## config.mk

```make
export PLATFORM = sky130hd
export DESIGN_NAME = xfer_counter
export DESIGN_NICKNAME = d
export VERILOG_FILES = /design/src/rtl/xfc_pkg.sv /design/src/rtl/xfc_start_regs.sv /design/src/rtl/xfc_count_core.sv /design/src/rtl/xfc_done_fsm.sv /design/src/rtl/xfer_counter.sv
export SDC_FILE = /design/constraint.sdc
export NUM_CORES = 1
export LEC_CHECK = 0
export BUFFER_PORTS_ARGS = -buffer_cell sky130_fd_sc_hd__buf_2
export CORE_ASPECT_RATIO = 2
export CORE_MARGIN = 3
export CORE_UTILIZATION = 40
export CTS_CLUSTER_SIZE = 24
export DETAILED_ROUTE_END_ITERATION = 7
export GPL_TIMING_DRIVEN = 0
export MAX_ROUTING_LAYER = met4
export PLACE_DENSITY_LB_ADDON = 0.1
export SYNTH_ARGS = -nofsm -noshare
export SYNTH_HDL_FRONTEND = slang
export SYNTH_SLANG_ARGS = --single-unit
export TNS_END_PERCENT = 20
```

## constraint.sdc

```tcl
create_clock -name clk -period 4.61 [get_ports clk]
set_input_delay 0.6915 -clock clk [delete_from_list [all_inputs] [get_ports clk]]
set_output_delay 0.6915 -clock clk [all_outputs]
set_load 0.01 [all_outputs]
```

## src/rtl/xfc_pkg.sv

```systemverilog
package xfc_pkg;
    typedef enum logic [1:0] {
        ST_IDLE  = 2'd0,
        ST_ARMED = 2'd1,
        ST_FIRE  = 2'd2
    } cmpl_state_t;
endpackage

```

## src/rtl/xfc_start_regs.sv

```systemverilog
module xfc_start_regs #(
    parameter int NBYTES  = 3,
    parameter int SEL_W   = 2,
    parameter int CHIP_ID = 8'hC3
) (
    input  logic                  clk,
    input  logic                  rst_n,
    input  logic                  reg_wr,
    input  logic [SEL_W-1:0]      reg_sel,
    input  logic [7:0]            reg_wdata,
    output logic [NBYTES*8-1:0]   start_cnt,
    output logic                  hi_written
);
    localparam int HI_IDX = NBYTES - 1;

    for (genvar b = 0; b < NBYTES; b++) begin : g_lane
        logic [7:0] shadow_q;
        always_ff @(posedge clk) begin
            if (!rst_n) begin
                shadow_q <= 8'h00;
            end else if (reg_wr && (reg_sel == SEL_W'(b))) begin
                shadow_q <= reg_wdata;
            end
        end
        assign start_cnt[b*8 +: 8] = shadow_q;
    end

    always_ff @(posedge clk) begin
        if (!rst_n) begin
            hi_written <= 1'b0;
        end else if (reg_wr && (reg_sel == SEL_W'(HI_IDX))) begin
            hi_written <= 1'b1;
        end
    end

    // once the upper byte has been written the flag never drops
    a_r10_hi_sticky: assert property (@(posedge clk) disable iff (!rst_n)
        hi_written |=> hi_written);
endmodule

```

## src/rtl/xfc_count_core.sv

```systemverilog
module xfc_count_core #(
    parameter int CNT_W     = 24,
    parameter int ZERO_LOAD = 65536
) (
    input  logic             clk,
    input  logic             rst_n,
    input  logic             load_en,
    input  logic [CNT_W-1:0] start_cnt,
    input  logic             acc_en,
    input  logic             acc_wide,
    input  logic             reg_wr,
    output logic [CNT_W-1:0] cnt_q,
    output logic [1:0]       lanes,
    output logic             tc_q,
    output logic             hit_zero
);
    localparam logic [CNT_W-1:0] ZL  = CNT_W'(ZERO_LOAD);
    localparam logic [CNT_W-1:0] ONE = CNT_W'(1);

    logic [CNT_W-1:0] cnt_d;
    logic [CNT_W-1:0] moved;
    logic             acc_live;

    assign acc_live = acc_en && !load_en;

    always_comb begin
        lanes = 2'b00;
        if (acc_live) begin
            if (acc_wide) begin
                lanes[1] = (cnt_q != '0);
                lanes[0] = (cnt_q > ONE);
            end else begin
                lanes[0] = (cnt_q != '0);
            end
        end
    end

    assign moved = CNT_W'(lanes[1]) + CNT_W'(lanes[0]);

    always_comb begin
        if (load_en) begin
            cnt_d = (start_cnt == '0) ? ZL : start_cnt;
        end else begin
            cnt_d = cnt_q - moved;
        end
    end

    assign hit_zero = acc_live && (cnt_d == '0);

    always_ff @(posedge clk) begin
        if (!rst_n) begin
            cnt_q <= '0;
        end else begin
            cnt_q <= cnt_d;
        end
    end

    always_ff @(posedge clk) begin
        if (!rst_n) begin
            tc_q <= 1'b0;
        end else if (reg_wr || load_en) begin
            tc_q <= 1'b0;
        end else if ((lanes != 2'b00) && (cnt_d == '0)) begin
            tc_q <= 1'b1;
        end
    end

    // reload value follows the shadow count, zero maps to the large window
    a_r4_reload_value: assert property (@(posedge clk) disable iff (!rst_n)
        load_en |=> cnt_q == (($past(start_cnt) == '0) ? ZL : $past(start_cnt)));
    // a live access on a non-zero count always lowers it
    a_r6_step_down: assert property (@(posedge clk) disable iff (!rst_n)
        (acc_live && cnt_q != '0) |=> cnt_q < $past(cnt_q));
    // no wrap below zero
    a_r6_floor: assert property (@(posedge clk) disable iff (!rst_n)
        (acc_live && cnt_q == '0) |=> cnt_q == '0);
    // a count-byte write clears terminal count
    a_r3_tc_clear: assert property (@(posedge clk) disable iff (!rst_n)
        reg_wr |=> !tc_q);
endmodule

```

## src/rtl/xfc_done_fsm.sv

```systemverilog
module xfc_done_fsm
    import xfc_pkg::*;
(
    input  logic clk,
    input  logic rst_n,
    input  logic cmp_arm,
    input  logic hit_zero,
    output logic done_pulse
);
    cmpl_state_t state_q, state_d;

    always_comb begin
        state_d = state_q;
        unique case (state_q)
            ST_IDLE:  if (cmp_arm)  state_d = ST_ARMED;
            ST_ARMED: if (hit_zero) state_d = ST_FIRE;
            ST_FIRE:  state_d = cmp_arm ? ST_ARMED : ST_IDLE;
            default:  state_d = ST_IDLE;
        endcase
    end

    always_ff @(posedge clk) begin
        if (!rst_n) begin
            state_q <= ST_IDLE;
        end else begin
            state_q <= state_d;
        end
    end

    always_comb begin
        done_pulse = (state_q == ST_FIRE);
    end

    // the completion pulse lasts one cycle
    a_r9_single_pulse: assert property (@(posedge clk) disable iff (!rst_n)
        done_pulse |=> !done_pulse);
    // only an armed request can fire
    a_r9_needs_arm: assert property (@(posedge clk) disable iff (!rst_n)
        (state_q == ST_IDLE) |=> !done_pulse);
endmodule

```

## src/rtl/xfer_counter.sv

```systemverilog
module xfer_counter #(
    parameter int CNT_W     = 24,
    parameter int ZERO_LOAD = 65536,
    parameter int CHIP_ID   = 8'hC3
) (
    input  logic       clk,
    input  logic       rst_n,
    input  logic       reg_wr,
    input  logic [1:0] reg_sel,
    input  logic [7:0] reg_wdata,
    input  logic       cmd_wr,
    input  logic       cmd_dma,
    input  logic       cmp_arm,
    input  logic       pd_go,
    input  logic       pd_wide,
    output logic [7:0] cnt_lo,
    output logic [7:0] cnt_mid,
    output logic [7:0] cnt_hi,
    output logic [1:0] lane_moved,
    output logic       tc_flag,
    output logic       done_pulse
);
    localparam int NBYTES = CNT_W / 8;

    logic [CNT_W-1:0] start_cnt;
    logic [CNT_W-1:0] cnt_q;
    logic             hi_written;
    logic             load_en;
    logic             hit_zero;

    assign load_en = cmd_wr && cmd_dma;

    xfc_start_regs #(
        .NBYTES (NBYTES),
        .SEL_W  (2),
        .CHIP_ID(CHIP_ID)
    ) u_start (
        .clk       (clk),
        .rst_n     (rst_n),
        .reg_wr    (reg_wr),
        .reg_sel   (reg_sel),
        .reg_wdata (reg_wdata),
        .start_cnt (start_cnt),
        .hi_written(hi_written)
    );

    xfc_count_core #(
        .CNT_W    (CNT_W),
        .ZERO_LOAD(ZERO_LOAD)
    ) u_core (
        .clk      (clk),
        .rst_n    (rst_n),
        .load_en  (load_en),
        .start_cnt(start_cnt),
        .acc_en   (pd_go),
        .acc_wide (pd_wide),
        .reg_wr   (reg_wr),
        .cnt_q    (cnt_q),
        .lanes    (lane_moved),
        .tc_q     (tc_flag),
        .hit_zero (hit_zero)
    );

    xfc_done_fsm u_done (
        .clk       (clk),
        .rst_n     (rst_n),
        .cmp_arm   (cmp_arm),
        .hit_zero  (hit_zero),
        .done_pulse(done_pulse)
    );

    assign cnt_lo  = cnt_q[7:0];
    assign cnt_mid = cnt_q[15:8];
    assign cnt_hi  = hi_written ? cnt_q[CNT_W-1:CNT_W-8] : 8'(CHIP_ID);

    // a shadow write alone never moves the working count
    a_r2_shadow_only: assert property (@(posedge clk) disable iff (!rst_n)
        (reg_wr && !load_en && !pd_go) |=> $stable(cnt_q));
    // reload beats a concurrent access
    a_r11_reload_wins: assert property (@(posedge clk) disable iff (!rst_n)
        (load_en && pd_go) |-> lane_moved == 2'b00);
endmodule

```

After elaboration in Yosys (flattened, before gate mapping) --
Index checks and enable logic that the tools add are counted.
Operators by class: multipliers 0, bitwise gates (word level) 1, equal/unequal tests 6, magnitude comparators 1, div/mod/pow operators 0, add/sub/neg operators 2, reduce and logical (&&, ||, !) cells 17, muxes and demuxes 10, shift-type cells 0
Operator list (number):
- $logic_not 24->1 | 2
- $mux 24 | 2
- $gt 24x1->1 const B | 1
- $reduce_bool 24->1 | 1
- $sub 24x24->24 | 1
- $mux 8 | 1
- $logic_and 1x1->1 | 7
- $mux 2 | 3
- $pmux 2 s3 | 1
- $eq 2x1->1 const B | 2
- $eq 2x2->1 const B | 2
- $logic_not 2->1 | 2
- $ne 2x2->1 const B | 2
- $mux 1 | 3
- $add 1x1->2 | 1
- $reduce_and 2->1 | 1
- $reduce_bool 2->1 | 1
- $reduce_or 2->1 | 1
- $logic_not 1->1 | 1
- $logic_or 1x1->1 | 1
- $not 1->1 | 1
Word-level totals: bits in latches 0, bits in writable memories 0, bits in read-only memories 0, register bits after elaboration 52, logic and storage cells 44, output and inout bits 28, bits of input ports 18, memories 0

Depth between registers and ports, before layout --
depth in word-level cells 11, gate-level depth with buffers 18, depth with buffers taken out 16

Modules after synthesis --
From an unflattened synthesis, not the netlist that was laid out.
Second synthesis, totals: cells, all modules 330, area total of the unflattened synthesis 2795.2 µm²
Modules (own cells, without submodules):
- xfc_count_core | times used 1, area an instance 1714.1 µm², seq. area each 500.5 µm², cells an instance 221
- xfc_start_regs | times used 1, area an instance 938.4 µm², seq. area each 500.5 µm², cells an instance 93
- xfc_done_fsm | times used 1, area an instance 86.3 µm², seq. area each 40.0 µm², cells an instance 7
- xfer_counter | times used 1, area an instance 56.3 µm², seq. area each 0.0 µm², cells an instance 9

Worst setup path before layout --
Ideal clock, no wire load.
path kind reg2reg, start register u_core.cnt_q[13], end register u_core.tc_q, cell stages (with the launch flop) 19, slack -0.209 ns, arrival time 4.716 ns, data required time 4.507 ns, setup time 0.103 ns, period minus slack after synthesis 4.819 ns, buffers on the path 2, cells stage by stage dfxtp_1 or4_1 clkbuf_1 or4_1 nand4b_1 o21ba_2 inv_1 ha_1 ha_1 inv_1 fa_1 or4_1 clkbuf_1 o41ai_1 a31oi_1 or3_1 nor3_1 nand4_1 a2111oi_2
Between the ends: word-level cells in the longest chain between the ends 8, elaborated cells between the ends (all ways) 11, classes of those cells 2 x add/sub; 1 x order compare; 4 x mux; 4 x reduce/logical
RTL lines:
- start: declaration | RTL line xfc_count_core.sv:12 | output logic [CNT_W-1:0] cnt_q,
- start signal: assignment | RTL line xfc_count_core.sv:54 | cnt_q <= cnt_d;
- $gt 24x1->1 or $reduce_bool 24->1 (tied branches) | RTL line xfc_count_core.sv:31, xfc_count_core.sv:33
- $mux 1 * | RTL line xfc_count_core.sv:29 | if (acc_wide) begin
- $mux 2 * | RTL line xfc_count_core.sv:28 | if (acc_live) begin
- named net lane_moved[0] | RTL line xfer_counter.sv:19 | output logic [1:0] lane_moved,
- $add 1x1->2 | RTL line xfc_count_core.sv:38 | assign moved = CNT_W'(lanes[1]) + CNT_W'(lanes[0]);
- $sub 24x24->24 | RTL line xfc_count_core.sv:44 | cnt_d = cnt_q - moved;
- $mux 24 | RTL line xfc_count_core.sv:41 | if (load_en) begin
- $logic_not 24->1 | RTL line xfc_count_core.sv:63 | end else if ((lanes != 2'b00) && (cnt_d == '0)) begin
- $logic_and 1x1->1 * | RTL line xfc_count_core.sv:63
- end signal: assignment | RTL line xfc_count_core.sv:60 | tc_q <= 1'b0;
- end signal: assignment | RTL line xfc_count_core.sv:62 | tc_q <= 1'b0;
- end signal: assignment | RTL line xfc_count_core.sv:64 | tc_q <= 1'b1;
- end: declaration | RTL line xfc_count_core.sv:14 | output logic tc_q,
Mark *: on every way through the listed nets, which the timed path passes. The rest lies on a longest branch. A chain may end at the register's enable or synchronous reset.

Final worst setup path --
start register u_core.cnt_q[20], end register u_core.tc_q
Between the ends: word-level cells in the longest chain between the ends 8, elaborated cells between the ends (all ways) 11, classes of those cells 2 x add/sub; 1 x order compare; 4 x mux; 4 x reduce/logical
RTL lines (RTL line):
- $gt 24x1->1 or $reduce_bool 24->1 (tied branches) | xfc_count_core.sv:31, xfc_count_core.sv:30, xfc_count_core.sv:33
- $mux 1 | xfc_count_core.sv:29
- $mux 2 | xfc_count_core.sv:28
- $add 1x1->2 | xfc_count_core.sv:38
- $sub 24x24->24 | xfc_count_core.sv:44
- $mux 24 | xfc_count_core.sv:41
- $logic_not 24->1 | xfc_count_core.sv:63
- $logic_and 1x1->1 * | xfc_count_core.sv:63
Mark *: on every way between the ends. The rest lies on a longest branch, timed or not.

==> reports/results.txt <==
Status - finished, violations left
Failing checks - negative setup slack
CP Depth - 15
Worst Hold Depth - 2
Grt total ovfl - 0
Least-Margin Pin Slew - 715.3 ps
Placed Cells - 475
P&R area growth vs syn - 24.85%
Synth Cell Area - 2885 um^2
Core Util, Final - 51.50%
Cell count after synthesis - 340
Largest delay contributor family on the critical path - simple AND/OR/NAND/NOR gates
DRT iter0 DRCs - 180
CP max stage cell - or4_4
# hold bufs at CTS - 0
Most frequent CP cell - or4_4
Register area - 1052 um^2
DIE AREA - 8330 um^2
Rel. slew slack - 52.31%
Worst path required time - 4810 ps
EDFF count, synth - 0
Setup WS post-layout - -450.4 ps
Slew Limit Fails - 0
Max VDD drop - 333.4 uV
Synth top area cells - dfxtp_1 (36%), mux2i_1 (8.3%), nor2_1 (7.2%)
Setup Skew - 11.31 ps
Fill cell total of the finished layout - 718
Area of the multi-input gates - 1723 um^2
Part of the cycle the worst path needs - 109.8%
Async SR Flop Fraction - 0%
CTS tree - built
Leading cell type in the layout, fill and taps excluded - nor2_1
H-tree levels - 2
Chain of cells forming the critical path - or4_4 -> or4_4 -> nand4b_1 -> o2111ai_2 -> ha_1 -> ha_2 -> inv_2 -> fa_2 -> or4_4 -> o41a_1 -> o41ai_2 -> nand4_1 -> nor3_2 -> nand4_1 -> a2111oi_2
Final GP Congestion - 0.8799
Worst hold margin - 476.5 ps
Yosys top cell area share - 36.08%
Crit-path max cell delay - 540 ps
Yosys warning total - 0
Fmax - 0.1976 GHz
Largest net degree at the start of global routing - 15
Die height - 126.1 um
DRT antenna net count - 0
PortBufs - 45
Hold Vio Cnt, Final - 0
Post-layout min period - 5060 ps
Core area - 6994 um^2
Worst-path clk slew - 70 ps
Clock sinks - 52
Top cell type by total area after synthesis - dfxtp_1
Pwr per Cell Area - 399.4 nW/um^2
Post-route insts no fill - 495
Crit path kind - reg -> reg
DRT Pass-1 Iters - 6
Syn nets - 363
Clock buffer depth - 2
MaxCap Viol Count - 0
Initial Util - 41.25%
Final setup vio count - 3
Commonest cells after routing, fill and taps aside - nor2_1 (55), buf_2 (47), dfxtp_1 (47)
Post-DP HPWL - 7025 um
# diodes - 0
Leakage power - 0.001565 uW
Global Route Usage Sum - 23.38%
R2R cell count - 15
Vias in the first global route - 2,773
Cts bufs inserted - 5
Yosys cell types - 56
# rows - 43
Worst Hold Class - reg -> reg
Routed WL per cell - 18.60 um
Vias post-DR - 2,872
DRC violations left - 0
Arrival @ worst endpoint - 5260 ps
First-pass GRT wire length - 14,250 um
Max Fanout on Critical Path - 4
Final net count - 427
Seq/Total Area, Yosys - 36.08%
DRT Wirelength - 9206 um
Initial antenna violation count - 0
Clk root buf - clkbuf_16
Share of post-route cells with drive strength above 1 - 29.38%
RSZ-0062 raised after global routing - yes
Skew-Pair Late Insertion Delay - 300 ps
Via-per-instance ratio - 5.802
Worst setup EP type - flop
Die X - 66.06 um
Boundary pin count - 46
Register bit total from synthesis - 52
Top_reg_cell synth - dfxtp_1
Mean post-synth cell area - 8.486 um^2
Overall power - 1439 uW
CP Buf/Inv Count - 1
Startpoint Class - flop
Worst slack, placed - -1339 ps
-- per-layer routing --
metal / track usage, % / vias to the layer above / share of wire [%]
li1: - / 1366 / -
met1: 24.13 / 1376 / 36
met2: 42.31 / 106 / 54
met3: 3.390 / 24 / 4.7
met4: 10.30 / 0 / 4.6
met5: - / - / 0
-- synth_stat cells (2+ instances only) --
library cell	n
buf_1	3
o21ai_0	6
nand4b_1	4
and4_1	3
a311oi_1	4
nand3b_1	2
ha_1	4
nor2b_1	2
inv_1	8
o211ai_1	2
or2_2	2
nand2b_1	5
clkbuf_1	14
o311ai_1	2
a21oi_1	6
a211oi_1	5
o311ai_0	2
buf_4	16
nor2_1	55
mux2i_1	24
nand2_1	16
nor3_1	10
nand3_1	7
and2_1	9
or4_1	8
dfxtp_1	52
nor4_1	9
xnor2_1	5
o41ai_1	4
nand4_1	7
o31ai_1	3
a31oi_1	9
or3_1	9
-- worst register-to-register path, delay by kind of cell (launching register included) --
kind | cells | cell delay (ps)
AO/OA/AOI/OAI | 4 | 1330
AND/OR/NAND/NOR | 7 | 2530
buffers and inverters | 1 | 40
adder cells (fa/ha/maj) | 3 | 720
flip-flops | 1 | 340
-- cell families (layout without fill, tap and decap cells) --
| family | count (synthesis) | count (layout) | share of synthesized area (%) |
|---|---|---|---|
| buffers and inverters | 44 | 109 | 8.109 |
| xor gates and xnor gates | 5 | 5 | 1.518 |
| muxes | 24 | 24 | 8.326 |
| AOI/OAI and AO/OA | 56 | 56 | 15.26 |
| and+or+nand+nor | 154 | 154 | 28.27 |
| DFF | 52 | 52 | 36.08 |
| adders and majority gates | 5 | 5 | 2.429 |
-- power breakdown --
| group | switching (uW) | internal (uW) | total [uW] | leakage, uW |
|---|---|---|---|---|
| clock network | 167 | 217 | 385 | 0.0000712 |
| logic | 278 | 236 | 514 | 0.00107 |
| registers | 54.2 | 486 | 540 | 0.000428 |
| total | 500 | 939 | 1440 | 0.00157 |
-- sequential cells by signal, summed over array words and instances, names as in the netlist --
name,cells
u_core.cnt_q,24
u_core.tc_q,1
u_done.state_q,2
u_start.g_lane.shadow_q,24
u_start.hi_written,1
-- final timing paths --
path / startpoint / end / slack [ps]
min reg2reg: u_core.tc_q / u_core.tc_q / 480
max: u_core.cnt_q[20] / u_core.tc_q / -450
min: u_core.tc_q / u_core.tc_q / 480
max reg2reg: u_core.cnt_q[20] / u_core.tc_q / -450
-- cell type report --
type                            instances  area share (%)
Multi-Input combinational cell        244           47.83
Sequential cell                        52           29.21
Timing Repair Buffer                   60           9.482
Buffer                                 32           5.349
Clock buffer                            8           4.064
Tap cell                               90           3.126
Inverter                                9          0.9378
-- metrics by stage --
stage / cell area [um^2] / setup TNS, ps
detailed placement: 3267 / -5406
finish: 3602 / -1157
global route: 3602 / -1698
floorplan: 2929 / -33.88
CTS: 3515 / -1423
global placement: 3267 / -4578
-- repair_timing --
action                     CTS  global route
resized for setup           14            16
setup endpoints to repair    6             4
buffers inserted             8             7
pin swaps                   11            17
Note: power is estimated with default switching activity, not from simulation.
